[config.mk]
export PLATFORM = sky130hd
export DESIGN_NAME = bbt_scanner
export DESIGN_NICKNAME = d
export VERILOG_FILES = /design/src/rtl/bbt_pkg.sv /design/src/rtl/bbt_walker.sv /design/src/rtl/bbt_bitmap.sv /design/src/rtl/bbt_scanner.sv
export SDC_FILE = /design/constraint.sdc
export NUM_CORES = 2
export LEC_CHECK = 0
export BUFFER_PORTS_ARGS = -buffer_cell sky130_fd_sc_hd__buf_4
export CORE_MARGIN = 5
export CORE_UTILIZATION = 30
export CTS_CLUSTER_SIZE = 25
export DETAILED_ROUTE_END_ITERATION = 8
export GPL_TIMING_DRIVEN = 1
export PLACE_DENSITY = 0.55
export SLEW_MARGIN = 20
export SYNTH_ARGS = -nofsm -noshare
export SYNTH_HDL_FRONTEND = slang
export SYNTH_SLANG_ARGS = --single-unit
[constraint.sdc]
create_clock -name clk -period 3.35 [get_ports clk]
set_input_delay 0 -clock clk [delete_from_list [all_inputs] [get_ports clk]]
set_output_delay 0 -clock clk [all_outputs]
set_load 0.01 [all_outputs]
[src/rtl/bbt_pkg.sv]
package bbt_pkg;
   typedef enum logic [1:0] {
      WK_REQ  = 2'd0,
      WK_WAIT = 2'd1,
      WK_DONE = 2'd2
   } walk_st_e;

   localparam logic [7:0] ERASED_BYTE = 8'hFF;
endpackage

[src/rtl/bbt_walker.sv]
module bbt_walker
   import bbt_pkg::*;
#(
   parameter int NUM_BLOCKS  = 512,
   parameter int BLK_W       = 9,
   parameter int PAGE_W      = 4,
   parameter int COL_W       = 10,
   parameter int MARK_COL    = 0,
   parameter bit CHECK_PAGE1 = 1'b1
) (
   input  logic              clk,
   input  logic              rst_n,
   output logic              rd_req,
   input  logic              rd_ready,
   output logic [BLK_W-1:0]  rd_block,
   output logic [PAGE_W-1:0] rd_page,
   output logic [COL_W-1:0]  rd_col,
   input  logic              rsp_valid,
   input  logic [7:0]        rsp_data,
   output logic              scan_set,
   output logic [BLK_W-1:0]  scan_blk,
   output logic              done
);
   localparam logic [BLK_W-1:0] LAST_BLK = BLK_W'(NUM_BLOCKS - 1);

   walk_st_e          st_q;
   logic [BLK_W-1:0]  blk_q;
   logic [PAGE_W-1:0] pg_q;
   logic              rsp_take;
   logic              byte_bad;
   logic              want_page1;

   assign rsp_take = (st_q == WK_WAIT) && rsp_valid;
   assign byte_bad = (rsp_data != ERASED_BYTE);

   generate
      if (CHECK_PAGE1) begin : g_two_pages
         assign want_page1 = (pg_q == '0);
      end else begin : g_one_page
         assign want_page1 = 1'b0;
      end
   endgenerate

   always_ff @(posedge clk) begin
      if (!rst_n) begin
         st_q  <= WK_REQ;
         blk_q <= BLK_W'(1);
         pg_q  <= '0;
      end else begin
         case (st_q)
            WK_REQ: if (rd_ready) st_q <= WK_WAIT;
            WK_WAIT: if (rsp_valid) begin
               if (!byte_bad && want_page1) begin
                  pg_q <= PAGE_W'(1);
                  st_q <= WK_REQ;
               end else if (blk_q == LAST_BLK) begin
                  st_q <= WK_DONE;
               end else begin
                  blk_q <= blk_q + BLK_W'(1);
                  pg_q  <= '0;
                  st_q  <= WK_REQ;
               end
            end
            default: st_q <= WK_DONE;
         endcase
      end
   end

   assign rd_req   = (st_q == WK_REQ);
   assign rd_block = blk_q;
   assign rd_page  = pg_q;
   assign rd_col   = COL_W'(MARK_COL);
   assign scan_set = rsp_take && byte_bad;
   assign scan_blk = blk_q;
   assign done     = (st_q == WK_DONE);

   // request holds until accepted
   p_req_hold_r2: assert property (@(posedge clk) disable iff (!rst_n)
      rd_req && !rd_ready |=> rd_req && $stable(rd_block) && $stable(rd_page));
   // a failed page 0 moves on to page 0 of the next block
   p_skip_page1_r4: assert property (@(posedge clk) disable iff (!rst_n)
      scan_set && (rd_page == '0) |=> (rd_page == '0));
   // block 0 is never read
   p_never_blk0_r5: assert property (@(posedge clk) disable iff (!rst_n)
      rd_req |-> (rd_block != '0));
   // done is sticky and silences requests
   p_done_sticky_r9: assert property (@(posedge clk) disable iff (!rst_n)
      done |=> done && !rd_req);
endmodule

[src/rtl/bbt_bitmap.sv]
module bbt_bitmap #(
   parameter int NUM_BLOCKS = 512,
   parameter int BLK_W      = 9,
   parameter int CNT_W      = 10
) (
   input  logic             clk,
   input  logic             rst_n,
   input  logic             scan_set,
   input  logic [BLK_W-1:0] scan_blk,
   input  logic             mark_valid,
   input  logic [BLK_W-1:0] mark_block,
   input  logic [BLK_W-1:0] lk_block,
   output logic             lk_bad,
   output logic [CNT_W-1:0] bad_count
);
   logic [NUM_BLOCKS-1:0] bad_q;
   logic [NUM_BLOCKS-1:0] scan_hot;
   logic [NUM_BLOCKS-1:0] mark_hot;
   logic                  mark_ok;
   logic                  scan_new;
   logic                  mark_new;
   logic [CNT_W-1:0]      cnt_q;

   assign mark_ok  = mark_valid && (mark_block != '0);
   assign scan_hot = scan_set ? (NUM_BLOCKS'(1) << scan_blk) : '0;
   assign mark_hot = mark_ok ? (NUM_BLOCKS'(1) << mark_block) : '0;

   // a bit counts only the first time it is set; a shared target counts once
   assign scan_new = scan_set && !bad_q[scan_blk];
   assign mark_new = mark_ok && !bad_q[mark_block] &&
                     !(scan_set && (scan_blk == mark_block));

   always_ff @(posedge clk) begin
      if (!rst_n) begin
         bad_q <= '0;
         cnt_q <= '0;
      end else begin
         bad_q <= bad_q | scan_hot | mark_hot;
         cnt_q <= cnt_q + CNT_W'(scan_new) + CNT_W'(mark_new);
      end
   end

   assign lk_bad    = bad_q[lk_block];
   assign bad_count = cnt_q;

   // block 0 is never recorded as bad
   p_blk0_clear_r5: assert property (@(posedge clk) disable iff (!rst_n)
      bad_q[0] == 1'b0);
   // the count never decreases and grows by at most two per edge
   p_count_step_r7: assert property (@(posedge clk) disable iff (!rst_n)
      1'b1 |=> (cnt_q >= $past(cnt_q)) && (cnt_q - $past(cnt_q) <= CNT_W'(2)));
   // a recorded bad block stays recorded
   p_map_sticky_r10: assert property (@(posedge clk) disable iff (!rst_n)
      1'b1 |=> ((bad_q & $past(bad_q)) == $past(bad_q)));
   // the count never exceeds the number of markable blocks
   p_count_bound_r7: assert property (@(posedge clk) disable iff (!rst_n)
      cnt_q <= CNT_W'(NUM_BLOCKS - 1));
endmodule

[src/rtl/bbt_scanner.sv]
module bbt_scanner #(
   parameter int NUM_BLOCKS      = 512,
   parameter int PAGES_PER_BLOCK = 16,
   parameter int PAGE_BYTES      = 528,
   parameter int MARK_COL        = 0,
   parameter int MAX_BAD         = 10,
   parameter bit CHECK_PAGE1     = 1'b1,
   localparam int BLK_W  = $clog2(NUM_BLOCKS),
   localparam int PAGE_W = $clog2(PAGES_PER_BLOCK),
   localparam int COL_W  = $clog2(PAGE_BYTES),
   localparam int CNT_W  = $clog2(NUM_BLOCKS + 1)
) (
   input  logic              clk,
   input  logic              rst_n,
   output logic              rd_req,
   input  logic              rd_ready,
   output logic [BLK_W-1:0]  rd_block,
   output logic [PAGE_W-1:0] rd_page,
   output logic [COL_W-1:0]  rd_col,
   input  logic              rsp_valid,
   input  logic [7:0]        rsp_data,
   input  logic              mark_valid,
   input  logic [BLK_W-1:0]  mark_block,
   input  logic [BLK_W-1:0]  lk_block,
   output logic              lk_bad,
   output logic [CNT_W-1:0]  bad_count,
   output logic              dev_error,
   output logic              scan_done
);
   generate
      if (NUM_BLOCKS < 2 || (1 << BLK_W) != NUM_BLOCKS) begin : g_bad_blocks
         $error("NUM_BLOCKS must be a power of two of at least 2");
      end
      if (PAGES_PER_BLOCK < 2 || (1 << PAGE_W) != PAGES_PER_BLOCK) begin : g_bad_pages
         $error("PAGES_PER_BLOCK must be a power of two of at least 2");
      end
      if (MARK_COL < 0 || MARK_COL >= PAGE_BYTES) begin : g_bad_col
         $error("MARK_COL must lie inside the page");
      end
      if (MAX_BAD < 0 || MAX_BAD >= NUM_BLOCKS) begin : g_bad_max
         $error("MAX_BAD must be below NUM_BLOCKS");
      end
   endgenerate

   logic             scan_set;
   logic [BLK_W-1:0] scan_blk;

   bbt_walker #(
      .NUM_BLOCKS (NUM_BLOCKS),
      .BLK_W      (BLK_W),
      .PAGE_W     (PAGE_W),
      .COL_W      (COL_W),
      .MARK_COL   (MARK_COL),
      .CHECK_PAGE1(CHECK_PAGE1)
   ) u_walker (
      .clk      (clk),
      .rst_n    (rst_n),
      .rd_req   (rd_req),
      .rd_ready (rd_ready),
      .rd_block (rd_block),
      .rd_page  (rd_page),
      .rd_col   (rd_col),
      .rsp_valid(rsp_valid),
      .rsp_data (rsp_data),
      .scan_set (scan_set),
      .scan_blk (scan_blk),
      .done     (scan_done)
   );

   bbt_bitmap #(
      .NUM_BLOCKS(NUM_BLOCKS),
      .BLK_W     (BLK_W),
      .CNT_W     (CNT_W)
   ) u_bitmap (
      .clk       (clk),
      .rst_n     (rst_n),
      .scan_set  (scan_set),
      .scan_blk  (scan_blk),
      .mark_valid(mark_valid),
      .mark_block(mark_block),
      .lk_block  (lk_block),
      .lk_bad    (lk_bad),
      .bad_count (bad_count)
   );

   assign dev_error = (bad_count > CNT_W'(MAX_BAD));

   // once over budget, the error stays (the count only grows)
   p_err_sticky_r8: assert property (@(posedge clk) disable iff (!rst_n)
      dev_error |=> dev_error);
   // no response is taken after the scan has finished
   p_quiet_after_done_r9: assert property (@(posedge clk) disable iff (!rst_n)
      scan_done |=> !scan_set);
endmodule

==> flow_metrics.env <==
export IMPL_run_status="complete, but fails checks"
export IMPL_violations="setup timing"
export IMPL_regToRegStartpoint="u_walker.rd_block[0]$_SDFFE_PN1P_"
export IMPL_dr_total_vias=31900
export IMPL_cts_clk_slew_worst_paths_ns=0.06
export IMPL_final_period_utilization_pct=116
export IMPL_root_buffer="sky130_fd_sc_hd__clkbuf_16"
export IMPL_synth_simple_gate_area_share_pct=14.6
export IMPL_io_pins=68
export IMPL_synth_area_mux_share_pct=30.4
export IMPL_post_synth_fa_ha_maj_area_fraction_pct=0.361
export IMPL_timing_critical_path_arrival_ns=4.42
export IMPL_multiInputGateArea_um2=21300
export IMPL_finalNetCount=3390
export IMPL_fp_dieArea_um2=118000
export IMPL_grt_util_all_layers_pct=25.8
export IMPL_cp_startpoint="u_walker.rd_block[0]$_SDFFE_PN1P_"
export IMPL_placement_setup_worst_slack_ns=-0.827
export IMPL_netlist_area_um2=33300
export IMPL_synth_compound_area_share_pct=16.9
export IMPL_static_leakage_power_uw=0.0144
export IMPL_routedWlPerCell_um=32.2
export IMPL_share_of_flip_flops_with_an_asynchronous_set_or_reset_after_synthesis_pct=0
export IMPL_top_reg_cell_synth="sky130_fd_sc_hd__dfxtp_1"
export IMPL_syn_area_per_cell_um2=11.3
export IMPL_core_area_um2=110000
export IMPL_drt_wl_total_um=158000
export IMPL_synth_seq_cells=534
export IMPL_start_kind="flip-flop"
export IMPL_synth_top_family_by_area="multiplexers"
export IMPL_fin_crit_ns=3.90
export IMPL_crit_type="flip-flop to flip-flop"
export IMPL_cts_max_level=3
export IMPL_synth_edff_count=0
export IMPL_cts_tree="built"
export IMPL_row_cnt=122
export IMPL_fin_hold_ws_ns=0.0238
export IMPL_grt_first_pass_wirelength_um=224000
export IMPL_max_slew_violation_count=0
export IMPL_timing_critical_path_fanout_max=5
export IMPL_crit_required_ns=3.86
export IMPL_hold_viol_final=0
export IMPL_timing_max_cap_violations=0
export IMPL_place_port_buffers=54
export IMPL_via_count_of_the_first_global_routing_pass=30500
export IMPL_first_pass_iters=6
export IMPL_start_util_pct=30.2
export IMPL_clkLatencyLatePin_ns=0.62
export IMPL_routed_antenna_nets=0
export IMPL_yosysSeqAreaShare_pct=32.1
export IMPL_drive_above_1_share_pct=38.6
export IMPL_rsz0062_at_grt="true"
export IMPL_max_vdd_ir_drop_mv=0.315
export IMPL_die_height_um=343
export IMPL_fill_cells=10700
export IMPL_setup_violations_final=14
export IMPL_cts_made_buffers=68
export IMPL_timing_max_slew_rel_slack_pct=17.0
export IMPL_final_critical_path_setup_slack_ns=-0.553
export IMPL_hold_path_class="primary input to flip-flop"
export IMPL_power_density_nw_per_um2=376
export IMPL_max_freq_ghz=0.256
export IMPL_syn_inst=2944
export IMPL_sinks_on_the_clock_net=534
export IMPL_finalWeightedCongestion=0.993
export IMPL_detailed_place_hpwl_um=110000
export IMPL_total_gr_overflow=0
export IMPL_register_area_um2=10700
export IMPL_maximum_root_to_sink_buffer_count=3
export IMPL_route_detailed_vias_per_inst=6.52
export IMPL_timing_worst_slew_pin_value_ns=1.24
export IMPL_die_width_um=343
export IMPL_min_delay_start="rst_n"
export IMPL_clock_skew_ns=0.0239
export IMPL_post_route_drc_count=0
export IMPL_grt_max_degree=168
export IMPL_areaGrowthSynthToFinish_pct=26.8
export IMPL_critPathCaptureType="flip-flop"
export IMPL_synth_warning_count=0
export IMPL_yosysUniqueCellTypes=64
export IMPL_antenna_found_initial=6
export IMPL_area_share_of_xor_xnor_cells_in_the_synthesized_design_pct=0.553
export IMPL_dr_first_iter_drc_count=5264
==> path summary, 6_finish.rpt <==
kind	endpoint	slack, ns	depth (start not counted)
max	u_bitmap.bad_count[5]$_SDFF_PN0_	-0.55	15
min	u_bitmap.bad_q[468]$_SDFF_PN0_	0.02	2
max reg2reg	u_bitmap.bad_count[5]$_SDFF_PN0_	-0.55	15
min reg2reg	u_walker.st_q[0]$_SDFFE_PN0P_	0.52	2
==> where the power goes <==
group	internal [uW]	switching [uW]	leakage, uW	total [uW]
registers	6370	26.3	0.00430	6390
logic	691	969	0.00891	1660
clock network	4770	3020	0.00115	7800
total	11800	4020	0.0144	15800
==> layer usage <==
metal  share of wire (%)  vias to the layer above  GRT usage (%)
li1                    -                    12700              -
met3                  13                      553           8.29
met5               0.017                        -              0
met1                  38                    16000           34.0
met4                 6.4                        4           13.0
met2                  42                     2607           37.9
==> state kept, by name (all words and copies together) (netlist names) <==
signal              count
u_bitmap.bad_count     10
u_walker.rd_page        1
u_bitmap.bad_q        512
u_walker.st_q           2
u_walker.rd_block       9
==> cell type report <==
| cell class | count | share of cell area (%) |
|---|---|---|
| inverters | 13 | 0.116 |
| flip-flops and latches | 534 | 25.4 |
| repair buffers | 686 | 14.0 |
| diodes | 5 | 0.0297 |
| clock buffers | 101 | 4.98 |
| clock inverters | 14 | 0.522 |
| multi-input cells | 2047 | 50.5 |
| well taps | 1488 | 4.41 |
==> synth_stat cells (2+ instances only) <==
cell,number,area [um2]
sky130_fd_sc_hd__and2_1,17,106
sky130_fd_sc_hd__a22oi_1,45,338
sky130_fd_sc_hd__a2111oi_0,8,70.1
sky130_fd_sc_hd__or3_1,2,12.5
sky130_fd_sc_hd__a221oi_1,521,4560
sky130_fd_sc_hd__or4_1,3,22.5
sky130_fd_sc_hd__a21oi_1,23,115
sky130_fd_sc_hd__xnor2_1,19,166
sky130_fd_sc_hd__nor2_1,124,465
sky130_fd_sc_hd__and3_1,19,119
sky130_fd_sc_hd__a311oi_1,2,17.5
sky130_fd_sc_hd__ha_1,8,100
sky130_fd_sc_hd__clkbuf_1,235,882
sky130_fd_sc_hd__nand3_1,27,135
sky130_fd_sc_hd__a41oi_1,4,35.0
sky130_fd_sc_hd__mux2i_1,44,440
sky130_fd_sc_hd__o21ai_0,19,95.1
sky130_fd_sc_hd__nand2_1,69,259
sky130_fd_sc_hd__o2111ai_1,2,17.5
sky130_fd_sc_hd__clkbuf_2,9,45.0
sky130_fd_sc_hd__xor2_1,2,17.5
sky130_fd_sc_hd__mux4_2,429,9660
sky130_fd_sc_hd__nor4_1,4,25.0
sky130_fd_sc_hd__a211oi_1,8,60.1
sky130_fd_sc_hd__o22ai_1,5,31.3
sky130_fd_sc_hd__a31oi_1,7,43.8
sky130_fd_sc_hd__nand3b_1,3,22.5
sky130_fd_sc_hd__a21boi_0,3,22.5
sky130_fd_sc_hd__nor4_2,2,25.0
sky130_fd_sc_hd__a22o_1,2,17.5
sky130_fd_sc_hd__nor3_1,21,105
sky130_fd_sc_hd__a211o_1,2,17.5
sky130_fd_sc_hd__dfxtp_1,534,10700
sky130_fd_sc_hd__buf_1,12,45.0
sky130_fd_sc_hd__mux2_2,2,22.5
sky130_fd_sc_hd__nand2b_1,13,81.3
sky130_fd_sc_hd__buf_6,10,113
sky130_fd_sc_hd__nor2b_1,537,3360
sky130_fd_sc_hd__inv_1,12,45.0
sky130_fd_sc_hd__buf_4,31,233
sky130_fd_sc_hd__o211ai_1,5,37.5
sky130_fd_sc_hd__buf_2,65,325
sky130_fd_sc_hd__nand4_1,9,56.3
sky130_fd_sc_hd__or2_2,5,31.3
sky130_fd_sc_hd__a31o_2,2,17.5
==> stage by stage <==
stage                     cell area (um2)  TNS [ns]  util (%)  power, uW  std cells
after floorplan                     33400    -0.550         -       7420       2956
after global placement              39500     -6.02      35.8       8100       4759
after detailed placement            39500     -6.83      35.8       8100       4759
after CTS                           42100     -3.51      38.2      15900       4884
after global routing                42200     -4.89      38.2      16200       4885
final                               42200     -4.29      38.2      15800       4888
==> timing repair <==
action                                 4_1_cts  5_1_grt
gates cloned                                 2        0
setup endpoints to repair                   11       23
resized for setup                           39       19
pin swaps                                    5        9
hold buffers                                 3        0
setup buffers                                5        0
endpoints found under the hold margin        2        0
==> critical path, cell delays in order (launching register included) <==
cell,delay [ns]
sky130_fd_sc_hd__dfxtp_4,0.39
sky130_fd_sc_hd__buf_12,0.14
sky130_fd_sc_hd__buf_4,0.18
sky130_fd_sc_hd__buf_8,0.14
sky130_fd_sc_hd__mux4_2,0.52
sky130_fd_sc_hd__mux4_2,0.56
sky130_fd_sc_hd__nor3_1,0.15
sky130_fd_sc_hd__or4_1,0.15
sky130_fd_sc_hd__o311a_1,0.21
sky130_fd_sc_hd__o211ai_1,0.18
sky130_fd_sc_hd__fa_2,0.49
sky130_fd_sc_hd__inv_2,0.10
sky130_fd_sc_hd__and3_4,0.20
sky130_fd_sc_hd__nand3_1,0.10
sky130_fd_sc_hd__xnor2_1,0.13
sky130_fd_sc_hd__and2_1,0.15
==> cells in the final DEF, fill, tap and decap left out, drive strengths merged, types with 21 or more instances in the layout <==
| cell | netlist | routed |
|---|---|---|
| buf | 118 | 682 |
| nor2b | 537 | 537 |
| dfxtp | 534 | 534 |
| a221oi | 521 | 521 |
| mux4 | 429 | 429 |
| nor2 | 124 | 124 |
| clkbuf | 244 | 101 |
| nand2 | 69 | 69 |
| a22oi | 45 | 45 |
| mux2i | 44 | 44 |
| nand3 | 27 | 27 |
| a21oi | 23 | 23 |
| nor3 | 21 | 21 |
==> kinds of logic after synthesis <==
kind of cell               after synthesis
buffers and inverters                  375
xor gates and xnor gates                21
DFF                                    534
and+or+nand+nor                        859
muxes                                  475
AOI/OAI and AO/OA                      670
other                                    1
adders and majority gates                9
Note: power is estimated with default switching activity, not from simulation.
